`src/rtl/scsi_hs_pkg.sv`:
```
package scsi_hs_pkg;

  typedef enum logic [2:0] {
    HS_IDLE,
    HS_RX_WREQ1,
    HS_RX_SETTLE,
    HS_RX_WREQ0,
    HS_TX_SETTLE,
    HS_TX_WREQ0
  } hs_state_e;

  // configuration offsets
  localparam int unsigned REG_CTRL     = 0;
  localparam int unsigned REG_SETTLE   = 1;
  localparam int unsigned REG_GO_SEND  = 2;
  localparam int unsigned REG_GO_RECV  = 3;

  // control bit positions
  localparam int unsigned CTRL_DMA_BIT  = 0;
  localparam int unsigned CTRL_INIT_BIT = 1;

endpackage

```
`src/rtl/scsi_hs_regs.sv`:
```
module scsi_hs_regs
  import scsi_hs_pkg::*;
#(
  parameter int ADDR_W     = 2,
  parameter int DATA_W     = 8,
  parameter int SETTLE_W   = 8,
  parameter int SETTLE_RST = 5
) (
  input  logic                clk,
  input  logic                rst_n,
  input  logic                cfg_wr,
  input  logic [ADDR_W-1:0]   cfg_addr,
  input  logic [DATA_W-1:0]   cfg_wdata,
  output logic                dma_en,
  output logic                init_mode,
  output logic [SETTLE_W-1:0] settle,
  output logic                go_send,
  output logic                go_recv
);

  logic wr_ctrl, wr_settle;

  assign wr_ctrl   = cfg_wr && (cfg_addr == ADDR_W'(REG_CTRL));
  assign wr_settle = cfg_wr && (cfg_addr == ADDR_W'(REG_SETTLE));
  assign go_send   = cfg_wr && (cfg_addr == ADDR_W'(REG_GO_SEND));
  assign go_recv   = cfg_wr && (cfg_addr == ADDR_W'(REG_GO_RECV));

  always_ff @(posedge clk) begin
    if (!rst_n) begin
      dma_en    <= 1'b0;
      init_mode <= 1'b0;
      settle    <= SETTLE_W'(SETTLE_RST);
    end else begin
      if (wr_ctrl) begin
        dma_en    <= cfg_wdata[CTRL_DMA_BIT];
        init_mode <= cfg_wdata[CTRL_INIT_BIT];
      end
      if (wr_settle) settle <= cfg_wdata[SETTLE_W-1:0];
    end
  end

  // reset value of the settle period
  p_settle_reset_r1: assert property (@(posedge clk)
    !rst_n |=> settle == SETTLE_W'(SETTLE_RST));

endmodule

```
`src/rtl/scsi_hs_settle.sv`:
```
module scsi_hs_settle #(
  parameter int SETTLE_W = 8
) (
  input  logic                clk,
  input  logic                rst_n,
  input  logic                load,
  input  logic [SETTLE_W-1:0] period,
  output logic                done
);

  logic [SETTLE_W-1:0] cnt;

  // a period of zero is promoted to one clock
  function automatic logic [SETTLE_W-1:0] settle_norm(input logic [SETTLE_W-1:0] p);
    return (p == '0) ? SETTLE_W'(1) : p;
  endfunction

  always_ff @(posedge clk) begin
    if (!rst_n)           cnt <= '0;
    else if (load)        cnt <= settle_norm(period);
    else if (cnt != '0)   cnt <= cnt - SETTLE_W'(1);
  end

  assign done = (cnt == SETTLE_W'(1));

  // load takes the normalised period
  p_settle_load_r7: assert property (@(posedge clk) disable iff (!rst_n)
    load |=> cnt == settle_norm($past(period)));

  // done is a single-cycle event unless reloaded
  p_done_single_r7: assert property (@(posedge clk) disable iff (!rst_n)
    done && !load |=> !done);

endmodule

```
`src/rtl/scsi_hs_fsm.sv`:
```
module scsi_hs_fsm
  import scsi_hs_pkg::*;
#(
  parameter int DATA_W = 8
) (
  input  logic              clk,
  input  logic              rst_n,
  input  logic              dma_en,
  input  logic              init_mode,
  input  logic              go_send,
  input  logic              go_recv,
  input  logic              req_i,
  input  logic              bsy_i,
  input  logic [DATA_W-1:0] bus_data_i,
  input  logic              dma_rd,
  input  logic              dma_wr,
  input  logic [DATA_W-1:0] dma_wdata,
  input  logic              settle_done,
  output logic              settle_load,
  output logic              ack_o,
  output logic [DATA_W-1:0] data_o,
  output logic              data_oe_o,
  output logic              drq_o,
  output logic              overrun_o,
  output logic [DATA_W-1:0] rx_byte
);

  hs_state_e state;

  // named internal events
  logic abort, rd_ok, wr_ok, stray;

  assign abort = !dma_en || (init_mode && !bsy_i);
  assign rd_ok = dma_rd && drq_o;
  assign wr_ok = dma_wr && drq_o && !dma_rd;
  assign stray = (dma_rd || dma_wr) && !drq_o;

  assign settle_load = ((state == HS_RX_WREQ1) && req_i) || wr_ok;

  always_ff @(posedge clk) begin
    if (!rst_n) begin
      state     <= HS_IDLE;
      ack_o     <= 1'b0;
      data_o    <= '0;
      data_oe_o <= 1'b0;
      drq_o     <= 1'b0;
      overrun_o <= 1'b0;
      rx_byte   <= '0;
    end else begin
      if (stray) overrun_o <= 1'b1;
      if (abort) begin
        state     <= HS_IDLE;
        ack_o     <= 1'b0;
        data_oe_o <= 1'b0;
        drq_o     <= 1'b0;
      end else begin
        unique case (state)
          HS_RX_WREQ1: if (req_i) state <= HS_RX_SETTLE;
          HS_RX_SETTLE: if (settle_done) begin
            rx_byte <= bus_data_i;
            drq_o   <= 1'b1;
            ack_o   <= 1'b1;
            state   <= HS_RX_WREQ0;
          end
          HS_RX_WREQ0: if (!req_i) state <= HS_IDLE;
          HS_TX_SETTLE: if (settle_done) state <= HS_TX_WREQ0;
          HS_TX_WREQ0: if (!req_i) begin
            ack_o     <= 1'b0;
            data_oe_o <= 1'b0;
            drq_o     <= 1'b1;
            state     <= HS_IDLE;
          end
          default: ;
        endcase
        if (go_send && state == HS_IDLE) drq_o <= 1'b1;
        if (go_recv && state == HS_IDLE) state <= HS_RX_WREQ1;
        if (rd_ok) begin
          drq_o <= 1'b0;
          ack_o <= 1'b0;
          state <= HS_RX_WREQ1;
        end else if (wr_ok) begin
          drq_o     <= 1'b0;
          data_o    <= dma_wdata;
          data_oe_o <= 1'b1;
          ack_o     <= 1'b1;
          state     <= HS_TX_SETTLE;
        end
      end
    end
  end

  p_rd_release_r3: assert property (@(posedge clk) disable iff (!rst_n)
    rd_ok |=> !ack_o && !drq_o);

  p_wr_drive_r5: assert property (@(posedge clk) disable iff (!rst_n)
    wr_ok && !abort |=> ack_o && data_oe_o && !drq_o);

  p_oe_with_ack_r5: assert property (@(posedge clk) disable iff (!rst_n)
    data_oe_o |-> ack_o);

  p_hold_while_req_r6: assert property (@(posedge clk) disable iff (!rst_n)
    state == HS_TX_WREQ0 && req_i && !abort |=> ack_o && data_oe_o);

  p_overrun_sticky_r8: assert property (@(posedge clk) disable iff (!rst_n)
    overrun_o |=> overrun_o);

  p_stray_flag_r8: assert property (@(posedge clk) disable iff (!rst_n)
    stray |=> overrun_o);

  p_abort_release_r9: assert property (@(posedge clk) disable iff (!rst_n)
    !dma_en |=> !ack_o && !data_oe_o && !drq_o && state == HS_IDLE);

  p_bsy_loss_r10: assert property (@(posedge clk) disable iff (!rst_n)
    init_mode && !bsy_i |=> state == HS_IDLE && !ack_o);

endmodule

```
`src/rtl/scsi_dma_handshake.sv`:
```
module scsi_dma_handshake #(
  parameter int ADDR_W     = 2,
  parameter int DATA_W     = 8,
  parameter int SETTLE_W   = 8,
  parameter int SETTLE_RST = 5
) (
  input  logic              clk,
  input  logic              rst_n,
  input  logic              cfg_wr,
  input  logic [ADDR_W-1:0] cfg_addr,
  input  logic [DATA_W-1:0] cfg_wdata,
  input  logic              scsi_req_i,
  input  logic              scsi_bsy_i,
  input  logic [DATA_W-1:0] scsi_data_i,
  output logic              scsi_ack_o,
  output logic [DATA_W-1:0] scsi_data_o,
  output logic              scsi_data_oe_o,
  input  logic              dma_rd_i,
  input  logic              dma_wr_i,
  input  logic [DATA_W-1:0] dma_wdata_i,
  output logic [DATA_W-1:0] dma_rdata_o,
  output logic              drq_o,
  output logic              overrun_o
);

  logic                dma_en, init_mode, go_send, go_recv;
  logic                settle_load, settle_done;
  logic [SETTLE_W-1:0] settle;

  scsi_hs_regs #(
    .ADDR_W(ADDR_W), .DATA_W(DATA_W), .SETTLE_W(SETTLE_W), .SETTLE_RST(SETTLE_RST)
  ) u_regs (
    .clk(clk), .rst_n(rst_n), .cfg_wr(cfg_wr), .cfg_addr(cfg_addr), .cfg_wdata(cfg_wdata),
    .dma_en(dma_en), .init_mode(init_mode), .settle(settle),
    .go_send(go_send), .go_recv(go_recv)
  );

  scsi_hs_settle #(.SETTLE_W(SETTLE_W)) u_settle (
    .clk(clk), .rst_n(rst_n), .load(settle_load), .period(settle), .done(settle_done)
  );

  scsi_hs_fsm #(.DATA_W(DATA_W)) u_fsm (
    .clk(clk), .rst_n(rst_n), .dma_en(dma_en), .init_mode(init_mode),
    .go_send(go_send), .go_recv(go_recv), .req_i(scsi_req_i), .bsy_i(scsi_bsy_i),
    .bus_data_i(scsi_data_i), .dma_rd(dma_rd_i), .dma_wr(dma_wr_i),
    .dma_wdata(dma_wdata_i), .settle_done(settle_done), .settle_load(settle_load),
    .ack_o(scsi_ack_o), .data_o(scsi_data_o), .data_oe_o(scsi_data_oe_o),
    .drq_o(drq_o), .overrun_o(overrun_o), .rx_byte(dma_rdata_o)
  );

endmodule

```
`config.mk`:
```
export PLATFORM = sky130hd
export DESIGN_NAME = scsi_dma_handshake
export DESIGN_NICKNAME = d
export VERILOG_FILES = /design/src/rtl/scsi_hs_pkg.sv /design/src/rtl/scsi_hs_regs.sv /design/src/rtl/scsi_hs_settle.sv /design/src/rtl/scsi_hs_fsm.sv /design/src/rtl/scsi_dma_handshake.sv
export SDC_FILE = /design/constraint.sdc
export NUM_CORES = 1
export LEC_CHECK = 0
export BUFFER_PORTS_ARGS = -buffer_cell sky130_fd_sc_hd__buf_2
export CORE_MARGIN = 1.5
export CORE_UTILIZATION = 51
export DETAILED_ROUTE_END_ITERATION = 8
export GPL_TIMING_DRIVEN = 0
export PLACE_DENSITY = 0.82
export SLEW_MARGIN = 20
export SYNTH_ARGS = -nofsm -noshare
export SYNTH_HDL_FRONTEND = slang
export SYNTH_SLANG_ARGS = --single-unit
```
`constraint.sdc`:
```
create_clock -name clk -period 2.2 [get_ports clk]
set_clock_uncertainty 0.2 [all_clocks]
set_input_delay 0.44 -clock clk [delete_from_list [all_inputs] [get_ports clk]]
set_output_delay 0.44 -clock clk [all_outputs]
set_load 0.02 [all_outputs]
```
Yosys cells after proc, flatten, opt, wreduce, memory -nomap -nowiden. Index checks and enable logic that the tools add are counted.

Bits of input ports: 33. Flip-flop bits (word level): 41. Output and inout port bits: 20. Word-level logic and storage cells: 105.

Reductions and logical operators: 41. Add/subtract/negate cells: 1. Bitwise gates (word level): 3. Eq/ne operators: 25. Mux-type cells: 22.

Operators by type and width (number): 8-bit 2-to-1 mux (3); 3-bit 2-to-1 mux (6); 5-bit by 2-bit inequality test with 1-bit output, second input constant (3); 5-bit AND reduction (3); 1-bit logical AND (12); 3-bit by 2-bit inequality test with 1-bit output, second input constant (4); 4-bit by 2-bit inequality test with 1-bit output, second input constant (3); 3-bit case mux with 4 select lines (1); 3-bit AND reduction (4); 1-bit 2-to-1 mux (10); 8-bit by 1-bit == test with 1-bit output, second input constant (1); 8-bit zero test (1); 2-bit inequality test, second input constant (4); 8-bit nonzero test (1); 8-bit by 1-bit subtractor with 8-bit output, second input constant (1); 7-bit nonzero test (1); 3-bit by 2-bit == test with 1-bit output, second input constant (2); 3-bit == test, second input constant (2); 3-bit nonzero test (2); 6-bit nonzero test (1); 5-bit by 3-bit inequality test with 1-bit output, second input constant (1); 5-bit OR reduction (1); 2-bit == test, second input constant (2); 1-bit zero test (4); 13 further kinds (19).

Longest topological paths before layout. Gate-level depths: netlist of run 1.

Depth after elaboration: 6. Gate-level depth with buffers: 7. Depth with buffers taken out: 6.

Hierarchy. From an unflattened synthesis of run 1, not the netlist that was laid out.

Cells, all modules: 207. Area, all modules: 1981.9 um^2.

Modules (own cells, without submodules): scsi_hs_fsm (times used 1, area an instance 1033.5 um^2, sequential area each 460.4 um^2, cells each 103); scsi_hs_settle (times used 1, area an instance 504.2 um^2, sequential area each 160.2 um^2, cells each 57); scsi_hs_regs (times used 1, area an instance 444.2 um^2, sequential area each 200.2 um^2, cells each 47).

Worst setup path before layout of run 1. OpenSTA, ideal clock, no wires.

Path kind: flip-flop to flip-flop. Start point: reg u_settle.cnt[0]. End point: reg u_settle.cnt[1]. Stages on the path, launching flop included: 7. Library setup time: 0.070 ns. Data required time: 1.930 ns. Slack: 0.536 ns. Data arrival time: 1.394 ns. Buffers on the path: 0. Clock period less this slack: 1.664 ns. Cells stage by stage: dfxtp_1 -> inv_1 -> ha_1 -> or4b_1 -> o21ai_0 -> o211ai_1 -> a21oi_1.

Word-level cells in the longest chain between the ends: 3. Elaborated cells on any way between the ends: 5. Classes of those cells: 1 x add/sub; 2 x mux; 2 x reduce/logical.

Ends and longest elaborated chain: from (decl) (RTL line scsi_hs_settle.sv:11) `logic [SETTLE_W-1:0] cnt;`; from (signal assigned) (RTL line scsi_hs_settle.sv:20) `else if (load) cnt <= settle_norm(period);`; from (signal assigned) (RTL line scsi_hs_settle.sv:21) `else if (cnt != '0) cnt <= cnt - SETTLE_W'(1);`; 8-bit by 1-bit subtractor with 8-bit output (RTL line scsi_hs_settle.sv:21); 8-bit 2-to-1 mux (RTL line scsi_hs_settle.sv:21); 8-bit 2-to-1 mux (RTL line scsi_hs_settle.sv:20).

Parallel ways exist; a longest one is shown, timed or not. The select of a mux whose other input is x is not followed. A chain may end at the register's enable or synchronous reset.

Final worst setup path of run 1. Ends and elaborated chain as after synthesis.

==> reports/qor.yml, run 1 <==
start_util: 0.5437
reg2regPathDepth: 6
antenna_found_initial: 0
synth-main-ff-cell: "dfxtp_1"
p_per_area_nw_per_um2: 827.8
coreArea_um2: 3390
min_from: "cfg_wdata[2]"
postSynth.asyncResetShare: 0
postSynthCellCount: 218
path_max_fanout: 6
relSlewSlack: 0.5579
syn_avg_cell_area_um2: 8.454
antenna_cells: 0
drtAntennaViolNets: 0
ys_types: 40
clkSinkCount: 41
ys_seq_elements: 41
crit_required_ps: 2290
clk_latency_ps: 350
synth.yosys.warnings: 0
cts_buffer_depth: 2
synth_top_cell_by_area: "dfxtp_1"
die_y_um: 63.12
cts_setup_buffers: 0
cts.clk_slew.worst_paths_ps: 120
firstDrtPassIters: 4
grt_util_all_layers: 0.2353
yosysMostFrequentCell: "dfxtp_1"
period_needed_ps: 1906
setup_viol: 0
first_iter_violations: 95
htree_levels: 2
drc_errors: 0
nets: 313
hpwl_um: 3197
grt_pass1_wl_um: 7410
area_delta_synth_final_pct: 20.23
fin_util: 0.6537
die_x_um: 63.12
max_cap_violations: 0
r2r-end: "u_settle.cnt[1]$_SDFFE_PN0P_"
stdcell_area_um2: 2216
cts_tree: "done"
grt_pass1_vias: 1687
r2r_setup_slack_ps: 290
fin_cells: 324
gp_congestion: 0.8610
num_rows: 21
dieArea_um2: 3984
grt_setup_unrepaired: "false"
total_power_mw: 1.834
synth_edf_count: 0
maxSlewViolCount: 0
synth.area.top_cells: "dfxtp_1, a21oi_1, mux2i_1, nand3_1, o21ai_0"
syn-num-nets: 254
hold_depth: 3
yosysSeqAreaShare: 0.4453
r2r_start: "u_settle.cnt[0]$_SDFFE_PN0P_"
ys_top_cells_by_count: "dfxtp_1, a21oi_1, nand3_1, nand2_1, nor2_1"
cp.arrival_ps: 1990
min_period_over_period: 0.8663
hold_violations: 0
io_pins: 53
post-place-cells: 316
holdCritPathClass: "in2reg"
run_status: "finished, final reports clean"
wire_per_inst_um: 13.29
synth.top_cell.area_share: 0.4453
tns_ps: 0
path_class: "reg2reg"
hold_buffers: 0
gr-total-overflow: 0
io_buffers: 52
start_kind: "register"
drive_above_1_share: 0.2446
hold_end: "u_regs.settle[2]$_SDFFE_PN1P_"
end_kind: "register"
wl_um: 4306
cts_buffers: 5
worst_slew_pin_slew_ps: 660.2
p_leak_nw: 0.9559
clock.fmax_mhz: 524.7
viasPerCell: 5.401
cts_resized: 0
grt_max_degree: 14
root_buffer: "clkbuf_4"
ir_worst_vdd_uv: 591.0
synth_area_um2: 1843
place_area_um2: 2161
vias: 1750
==> per-layer routing <==
| layer | routed length [µm] | global-route usage | vias up |
|---|---|---|---|
| met3 | 202 | 0.05536 | 5 |
| li1 | - | - | 899 |
| met1 | 2048 | 0.3021 | 803 |
| met2 | 2003 | 0.3830 | 43 |
| met5 | 0 | 0 | - |
| met4 | 51 | 0.09167 | 0 |
==> power breakdown <==
group	switching, mW	leakage, nW	total (mW)	internal, mW
Sequential	0.0928	0.333	0.906	0.813
Clock	0.249	0.0310	0.369	0.121
Combinational	0.294	0.592	0.559	0.265
Total	0.636	0.956	1.83	1.20
==> worst max path at each step <==
stage	startpoint	to	slack (ps)	cells after the start
2_1_floorplan	u_settle.cnt[0]$_SDFFE_PN0P_	u_settle.cnt[1]$_SDFFE_PN0P_	540	6
6_report	u_settle.cnt[0]$_SDFFE_PN0P_	u_settle.cnt[1]$_SDFFE_PN0P_	290	6
3_5_place_dp	dma_rd_i	u_fsm.data_o[4]$_SDFFE_PN0P_	210	6
4_1_cts	u_settle.cnt[0]$_SDFFE_PN0P_	u_fsm.rx_byte[4]$_SDFFE_PN0P_	290	5
5_1_grt	u_fsm.state[1]$_SDFFE_PP0P_	u_fsm.rx_byte[4]$_SDFFE_PN0P_	120	5
3_3_place_gp	dma_rd_i	u_fsm.data_o[5]$_SDFFE_PN0P_	250	6
==> layout make-up <==
type	instances	area, µm²
Tap cell	46	57.56
Multi-Input combinational cell	161	957.2
Timing Repair Buffer	52	260.3
Inverter	4	15.01
Sequential cell	41	820.8
Buffer	12	50.05
Clock buffer	5	37.54
Clock inverter	3	17.52
Fill cell	297	1174
==> sequential cells by signal, summed over array words and instances, names as in the netlist, 3 cells and up <==
register,flops
u_fsm.rx_byte,8
u_fsm.state,3
u_settle.cnt,8
u_regs.settle,8
u_fsm.data_o,8
==> cell families (layout without fill, tap and decap cells) <==
kind of cell               Yosys count  after routing  synth area share
and+or+nand+nor                     87             87            0.2505
AOI/OAI and AO/OA                   54             54            0.1602
DFF                                 41             41            0.4454
muxes                               11             11           0.05974
adders and majority gates            3              3           0.02037
buffers and inverters               16             76           0.03530
xor gates and xnor gates             6              6           0.02852
==> through the flow <==
step | setup slack, ps | hold slack (ps)
2_1_floorplan | 536.4 | 244.5
3_3_place_gp | 246.2 | 241.2
3_5_place_dp | 214.2 | 248.1
4_1_cts | 292.8 | 91.16
5_1_grt | 124.2 | 92.68
6_report | 294.2 | 96.82
==> cells in the final DEF (no fill, tap or decap), types with 5 or more instances in the layout <==
master / count
clkbuf_1: 6
a21oi_1: 28
mux2i_1: 11
nand3_1: 22
o21ai_0: 16
buf_2: 56
dfxtp_1: 41
nor2_1: 19
nand2_1: 19
clkbuf_4: 5
==> worst max-delay path: stages (launching register included) <==
cell and delay [ps]:
dfxtp_1 390, inv_1 110, ha_1 210, or4b_1 490, o21ai_0 180, o211ai_1 120
a21oi_1 150
No activity file was read; power rests on OpenSTA's default activity.
==> run 2, diff against run 1 <==
--- a/config.mk
+++ b/config.mk
@@ -6,6 +6,7 @@
 export NUM_CORES = 1
 export LEC_CHECK = 0
 export BUFFER_PORTS_ARGS = -buffer_cell sky130_fd_sc_hd__buf_2
+export CORE_ASPECT_RATIO = 0.75
 export CORE_MARGIN = 1.5
 export CORE_UTILIZATION = 51
 export DETAILED_ROUTE_END_ITERATION = 8
==> run 2 against run 1 <==
- via count shrank 0.17%
- sequential power is essentially flat
- cell count shrank 1.9%
- fmax shrank 0.87%
- worst setup slack lost 17 ps
- die area is essentially flat
- count of clock-buffer cells in the layout is the same
- clock power grew 35%
- worst hold slack gained 58 ps
- wire length grew 2.0%
- utilization grew 1.0 points
- critical path type unchanged
- largest cell class unchanged
- highest routed layer unchanged
==> reports/qor.yml, run 2 (same netlist as run 1, synthesis figures left out) <==
run_status: "finished, final reports clean"  # unchanged
area_delta_synth_final_pct: 21.72  # was 20.23%
root_buffer: "clkbuf_8"  # was clkbuf_4
crit_required_ps: 2240  # was 2290 ps
mostFrequentLayoutCells: "buf_2, dfxtp_1, a21oi_1"  # unchanged
num_rows: 18  # was 21
total_power_mw: 1.959  # was 1.834 mW
fin_cells: 318  # was 324
cts_tree: "done"  # unchanged
relSlewSlack: 0.5026  # was 0.5579
grt_pass1_wl_um: 7100  # was 7410 µm
hold_violations: 0  # unchanged
antenna_found_initial: 0  # unchanged
drc_errors: 0  # unchanged
hold_buffers: 0  # unchanged
timing.final.ws_setup_ps: 277.5  # was 294.2 ps
switching_share: 0.3363  # was 0.3465
vias: 1747  # was 1750
p_per_area_nw_per_um2: 873.2  # was 827.8 nW/µm²
maxSlewViolCount: 0  # unchanged
io_buffers: 52  # unchanged
htree_levels: 2  # unchanged
m1WireLength_um: 2097  # was 2048 µm
io_pins: 53  # unchanged
antenna_cells: 0  # unchanged
pwr-share-comb: 0.283  # was 0.305
crit_path_max_incr_delay_ps: 470  # was 490 ps
cts_resized: 0  # unchanged
wire_per_inst_um: 13.81  # was 13.29 µm
drive_above_1_share: 0.2446  # unchanged
hpwl_um: 3295  # was 3197 µm
final_common_cell: "buf_2"  # unchanged
cts_buffer_depth: 2  # unchanged
wl_met3_um: 305  # was 202 µm
max_cap_violations: 0  # unchanged
firstDrtPassIters: 4  # unchanged
path_max_fanout: 5  # was 6
start_util: 0.5456  # was 0.5437
cts_setup_buffers: 0  # unchanged
p_switching_mw: 0.6587  # was 0.6355 mW
grt_util_all_layers: 0.2375  # was 0.2353
viasPerCell: 5.494  # was 5.401
met2WireLength_um: 1974  # was 2003 µm
end_kind: "register"  # unchanged
start_kind: "register"  # unchanged
coreArea_um2: 3378  # was 3390 µm²
fin_util: 0.6641  # was 0.6537
seqPwrFrac: 0.462  # was 0.494
setup_viol: 0  # unchanged
gp_congestion: 0.8016  # was 0.8610
stdcell_area_um2: 2243  # was 2216 µm²
cp.arrival_ps: 1960  # was 1990 ps
clkSinkCount: 41  # unchanged
holdCritPathClass: "in2reg"  # unchanged
drtAntennaViolNets: 0  # unchanged
top_layer_used: "met4"  # unchanged
crit_chain: "inv_1, ha_1, or4b_1, o21ai_0, o211ai_1, a21oi_1"  # unchanged
cpMaxStageDelayCell: "or4b_1"  # unchanged
die_y_um: 55.06  # was 63.12 µm
grt_max_degree: 15  # was 14
cts_buffers: 5  # unchanged
grt_pass1_vias: 1593  # was 1687
die_x_um: 72.42  # was 63.12 µm
clock.fmax_mhz: 520.2  # was 524.7 MHz
ir_worst_vdd_uv: 530.5  # was 591.0 µV
whs_ps: 154.4  # was 96.82 ps
path_class: "reg2reg"  # unchanged
wl_um: 4393  # was 4306 µm
nets: 313  # unchanged
tns_ps: 0  # unchanged
crit_family: "compound AO/OA/AOI/OAI gates"  # was simple AND/OR/NAND/NOR gates
internal_power_mw: 1.300  # was 1.199 mW
p_clk_frac: 0.255  # was 0.201
worst_slew_pin_slew_ps: 742.8  # was 660.2 ps
dpl_worst_slack_ps: 208.8  # was 214.2 ps
cts.clk_slew.worst_paths_ps: 80  # was 120 ps
grt_setup_unrepaired: "false"  # unchanged
post-place-cells: 310  # was 316
gr-total-overflow: 0  # unchanged
p_leak_nw: 0.9694  # was 0.9559 nW
min_period_over_period: 0.8738  # was 0.8663
critPathBufInv: 1  # unchanged
first_iter_violations: 99  # was 95
place_area_um2: 2153  # was 2161 µm²
clk_latency_ps: 300  # was 350 ps
period_needed_ps: 1922  # was 1906 ps
dieArea_um2: 3987  # was 3984 µm²
-- run 2: power by group through the flow --
stage | Combinational, mW | Clock, mW | Sequential (mW)
2_1_floorplan | 0.431 | 0 | 0.900
3_3_place_gp | 0.537 | 0 | 0.915
3_5_place_dp | 0.545 | 0 | 0.922
4_1_cts | 0.553 | 0.515 | 0.905
5_1_grt | 0.629 | 0.549 | 0.921
6_report | 0.555 | 0.499 | 0.905
-- run 2: final timing paths --
check	start	endpoint	slack, ps	cells past startpoint
worst min-delay path	cfg_wdata[2]	u_regs.settle[2]$_SDFFE_PN1P_	150	3
worst max register to register	u_settle.cnt[1]$_SDFFE_PN0P_	u_settle.cnt[1]$_SDFFE_PN0P_	280	6
worst min register to register	u_fsm.data_o[2]$_SDFFE_PN0P_	u_fsm.data_o[2]$_SDFFE_PN0P_	250	2
worst max-delay path	u_settle.cnt[1]$_SDFFE_PN0P_	u_settle.cnt[1]$_SDFFE_PN0P_	280	6
-- run 2: area by class of cell --
type / count / area, µm²
repair buffers: 52 / 260.3
multi-input cells: 161 / 957.2
inverters: 4 / 15.01
clock inverters: 3 / 21.27
fillers: 293 / 1135
well taps: 40 / 50.05
plain buffers: 12 / 50.05
clock buffers: 5 / 68.82
flip-flops and latches: 41 / 820.8
-- run 2: worst min-delay path, stage by stage --
cell,delay (ps)
buf_2,80
mux2i_1,50
nand2_1,60
-- run 2: layer usage --
layer  vias to the layer above  track usage
met3                         2      0.06159
met4                         0       0.1195
met5                         -            0
met1                       805       0.3174
li1                        894            -
met2                        46       0.3611
==> run 3, diff against run 2 <==
--- a/config.mk
+++ b/config.mk
@@ -5,10 +5,11 @@
 export SDC_FILE = /design/constraint.sdc
 export NUM_CORES = 1
 export LEC_CHECK = 0
+export ABC_AREA = 1
 export BUFFER_PORTS_ARGS = -buffer_cell sky130_fd_sc_hd__buf_2
 export CORE_ASPECT_RATIO = 0.75
 export CORE_MARGIN = 1.5
-export CORE_UTILIZATION = 51
+export CORE_UTILIZATION = 52
 export DETAILED_ROUTE_END_ITERATION = 8
 export GPL_TIMING_DRIVEN = 0
 export PLACE_DENSITY = 0.82
==> run 3 against run 2 <==
- fmax grew 6.6%
- first-iteration DRC count fell by 14%
- synthesized area increased by 6.7%
- worst setup slack improved by 120 ps
- register-to-register slack better by 120 ps
- critical path depth up 4
- global-route usage decreased by 2.5 points
- sequential share of layout area is 2.0 points lower
- non-clock buffer count fell by 8
- wire length fell by 4.3%
- utilization shrank 1.1 points
- die area is 4.4% higher
==> reports/qor.yml, run 3 <==
run_status: "finished, final reports clean"  # unchanged
internal_power_mw: 1.313  # was 1.300 mW
ys_top_cells_by_count: "nand2_1, nor2_1, dfxtp_1, inv_1, o21ai_0"  # was dfxtp_1, a21oi_1, nand3_1, nand2_1, nor2_1
ir_worst_vdd_uv: 521.4  # was 530.5 µV
p_switching_mw: 0.7430  # was 0.6587 mW
num_rows: 19  # was 18
cts_resized: 0  # unchanged
cpMaxStageDelayCell: "dfxtp_1"  # was or4b_1
cp.arrival_ps: 1800  # was 1960 ps
ys_types: 27  # was 40
seqPwrFrac: 0.418  # was 0.462
start_kind: "register"  # unchanged
grt_setup_unrepaired: "false"  # unchanged
postSynth.asyncResetShare: 0  # unchanged
place_area_um2: 2286  # was 2153 µm²
cts_tree: "done"  # unchanged
maxSlewViolCount: 0  # unchanged
die_y_um: 56.25  # was 55.06 µm
switching_share: 0.3614  # was 0.3363
cts_setup_buffers: 0  # unchanged
setup_viol: 0  # unchanged
synthXorXnorAreaFrac: 0.02228  # was 0.02851
fin_util: 0.6533  # was 0.6641
synth.area.top_cells: "dfxtp_1, nand2_1, nor2_1, inv_1, o21ai_0"  # was dfxtp_1, a21oi_1, mux2i_1, nand3_1, o21ai_0
postSynthCellCount: 277  # was 218
fillers: 327  # was 293
period_needed_ps: 1804  # was 1922 ps
viasPerCell: 4.768  # was 5.494
htree_levels: 2  # unchanged
p_leak_nw: 1.173  # was 0.9694 nW
synth.top_cell.area_share: 0.4176  # was 0.4453
yosysMostFrequentCell: "nand2_1"  # was dfxtp_1
cts_buffers: 5  # unchanged
clkSinkCount: 41  # unchanged
path_class: "reg2reg"  # unchanged
cts_buffer_depth: 2  # unchanged
start_util: 0.5404  # was 0.5456
clock.fmax_mhz: 554.3  # was 520.2 MHz
dieArea_um2: 4162  # was 3987 µm²
gr-total-overflow: 0  # unchanged
nets: 371  # was 313
p_per_area_nw_per_um2: 865.2  # was 873.2 nW/µm²
path_max_fanout: 10  # was 5
crit_top_cell: "inv_1"
synth_compound_area_frac: 0.1668  # was 0.1602
total_power_mw: 2.056  # was 1.959 mW
wire_per_inst_um: 10.84  # was 13.81 µm
hold_violations: 0  # unchanged
mostFrequentLayoutCells: "buf_2, nand2_1, nor2_1"  # was buf_2, dfxtp_1, a21oi_1
hold_buffers: 0  # unchanged
crit_path_max_incr_delay_ps: 330  # was 470 ps
die_x_um: 74.00  # was 72.42 µm
clk_latency_ps: 290  # was 300 ps
synthMuxAreaShare: 0  # was 0.05974
final_common_cell: "buf_2"  # unchanged
io_pins: 53  # unchanged
crit_chain: "inv_1, ha_1, inv_1, nor2_1, nand2_2, nor2_2, nand3_2, buf_6, o21ai_1, a21oi_1"  # was inv_1, ha_1, or4b_1, o21ai_0, o211ai_1, a21oi_1
yosysSeqAreaShare: 0.4176  # was 0.4453
syn_avg_cell_area_um2: 7.096  # was 8.454 µm²
worst_slew_pin_slew_ps: 368.0  # was 742.8 ps
gp_congestion: 0.8465  # was 0.8016
coreArea_um2: 3637  # was 3378 µm²
min_period_over_period: 0.8201  # was 0.8738
r2r_setup_slack_ps: 400  # was 280 ps
yosys.area_share.adder: 0.01910  # was 0.02037
hpwl_um: 3146  # was 3295 µm
p_clk_frac: 0.242  # was 0.255
relSlewSlack: 0.7546  # was 0.5026
wl_um: 4204  # was 4393 µm
drive_above_1_share: 0.2500  # was 0.2446
max_cap_violations: 0  # unchanged
ys_seq_elements: 41  # unchanged
grt_max_degree: 15  # unchanged
firstDrtPassIters: 4  # unchanged
grt_util_all_layers: 0.2130  # was 0.2375
cts.clk_slew.worst_paths_ps: 90  # was 80 ps
drtAntennaViolNets: 0  # unchanged
synth_top_family_by_area: "simple AND/OR/NAND/NOR gates"  # unchanged
area_delta_synth_final_pct: 20.88  # was 21.72%
io_buffers: 51  # was 52
synth_area_um2: 1966  # was 1843 µm²
first_iter_violations: 85  # was 99
holdCritPathClass: "in2reg"  # unchanged
root_buffer: "clkbuf_8"  # unchanged
synth.yosys.warnings: 0  # unchanged
grt_pass1_wl_um: 6955  # was 7100 µm
tns_ps: 0  # unchanged
drc_errors: 0  # unchanged
synth-simple-area-share: 0.2775  # was 0.2505
antenna_found_initial: 0  # unchanged
synth_edf_count: 0  # unchanged
vias: 1850  # was 1747
end_kind: "register"  # unchanged
syn-num-nets: 313  # was 254
crit_required_ps: 2200  # was 2240 ps
synth_top_cell_by_area: "dfxtp_1"  # unchanged
antenna_cells: 0  # unchanged
grt_pass1_vias: 1678  # was 1593
stdcell_area_um2: 2376  # was 2243 µm²
pwr-share-comb: 0.340  # was 0.283
synth-main-ff-cell: "dfxtp_1"  # unchanged
==> run 3: cell count changes in the layout (fill, tap and decap cells not counted), sizes merged, moves of 5 or more <==
cell   delta
mux2i    -11
o21ai    +16
nor3      -5
inv      +38
nor2     +32
nand2    +32
a21oi     -7
nand3     -6
==> run 3: worst max-delay path, delay by kind of cell (launching register included) <==
family                     cells  cell delay, ps
adders and majority gates      1             150
and+or+nand+nor                4             550
buffers and inverters          3             320
DFF                            1             330
AOI/OAI and AO/OA              2             170
==> run 3: kinds of logic after synthesis <==
logic type | after synthesis
and+or+nand+nor | 121
AOI/OAI and AO/OA | 59
buffers and inverters | 48
DFF | 41
xor gates and xnor gates | 5
adders and majority gates | 3
==> run 3: metal layers <==
layer,routed length [µm],vias to the layer above,GRT usage,part of all wire
met5,0,-,0,0
met4,16,0,0.06614,0.0038
li1,-,991,-,-
met2,1816,51,0.3316,0.43
met1,2119,806,0.2900,0.50
met3,251,2,0.05072,0.060
==> run 3: power by group through the flow <==
stage                     clock, mW  combinational (mW)  sequential [mW]
after floorplan                   0               0.554            0.869
after global placement            0               0.659            0.874
after detailed placement          0               0.677            0.876
after CTS                     0.508               0.696            0.858
after global routing          0.536               0.786            0.864
final                         0.498               0.698            0.859
==> run 3: path summary, 6_finish.rpt <==
check | startpoint | to | cells after the start
max | u_settle.cnt[1]$_SDFFE_PN0P_ | u_fsm.rx_byte[6]$_SDFFE_PN0P_ | 10
min | cfg_wdata[2] | u_regs.settle[2]$_SDFFE_PN1P_ | 3
max reg2reg | u_settle.cnt[1]$_SDFFE_PN0P_ | u_fsm.rx_byte[6]$_SDFFE_PN0P_ | 10
min reg2reg | u_fsm.rx_byte[6]$_SDFFE_PN0P_ | u_fsm.rx_byte[6]$_SDFFE_PN0P_ | 2
==> run 3: area by class of cell <==
class	count	area, µm²	area share
Buffer	5	28.78	0.01211
Clock buffer	5	68.82	0.02896
Clock inverter	3	21.27	0.008952
Inverter	43	161.4	0.06793
Multi-Input combinational cell	188	954.7	0.4018
Sequential cell	41	820.8	0.3454
Tap cell	52	65.06	0.02738
Timing Repair Buffer	51	255.2	0.1074
==> run 3: stage by stage <==
stage | hold slack [ps] | setup slack, ps | cells
2_1_floorplan | 242.9 | 625.4 | 277
3_3_place_gp | 228.3 | 281.9 | 380
4_1_cts | 154.6 | 406.4 | 388
3_5_place_dp | 234.0 | 255.7 | 380
5_1_grt | 164.7 | 260.9 | 388
6_report | 156.3 | 395.8 | 388
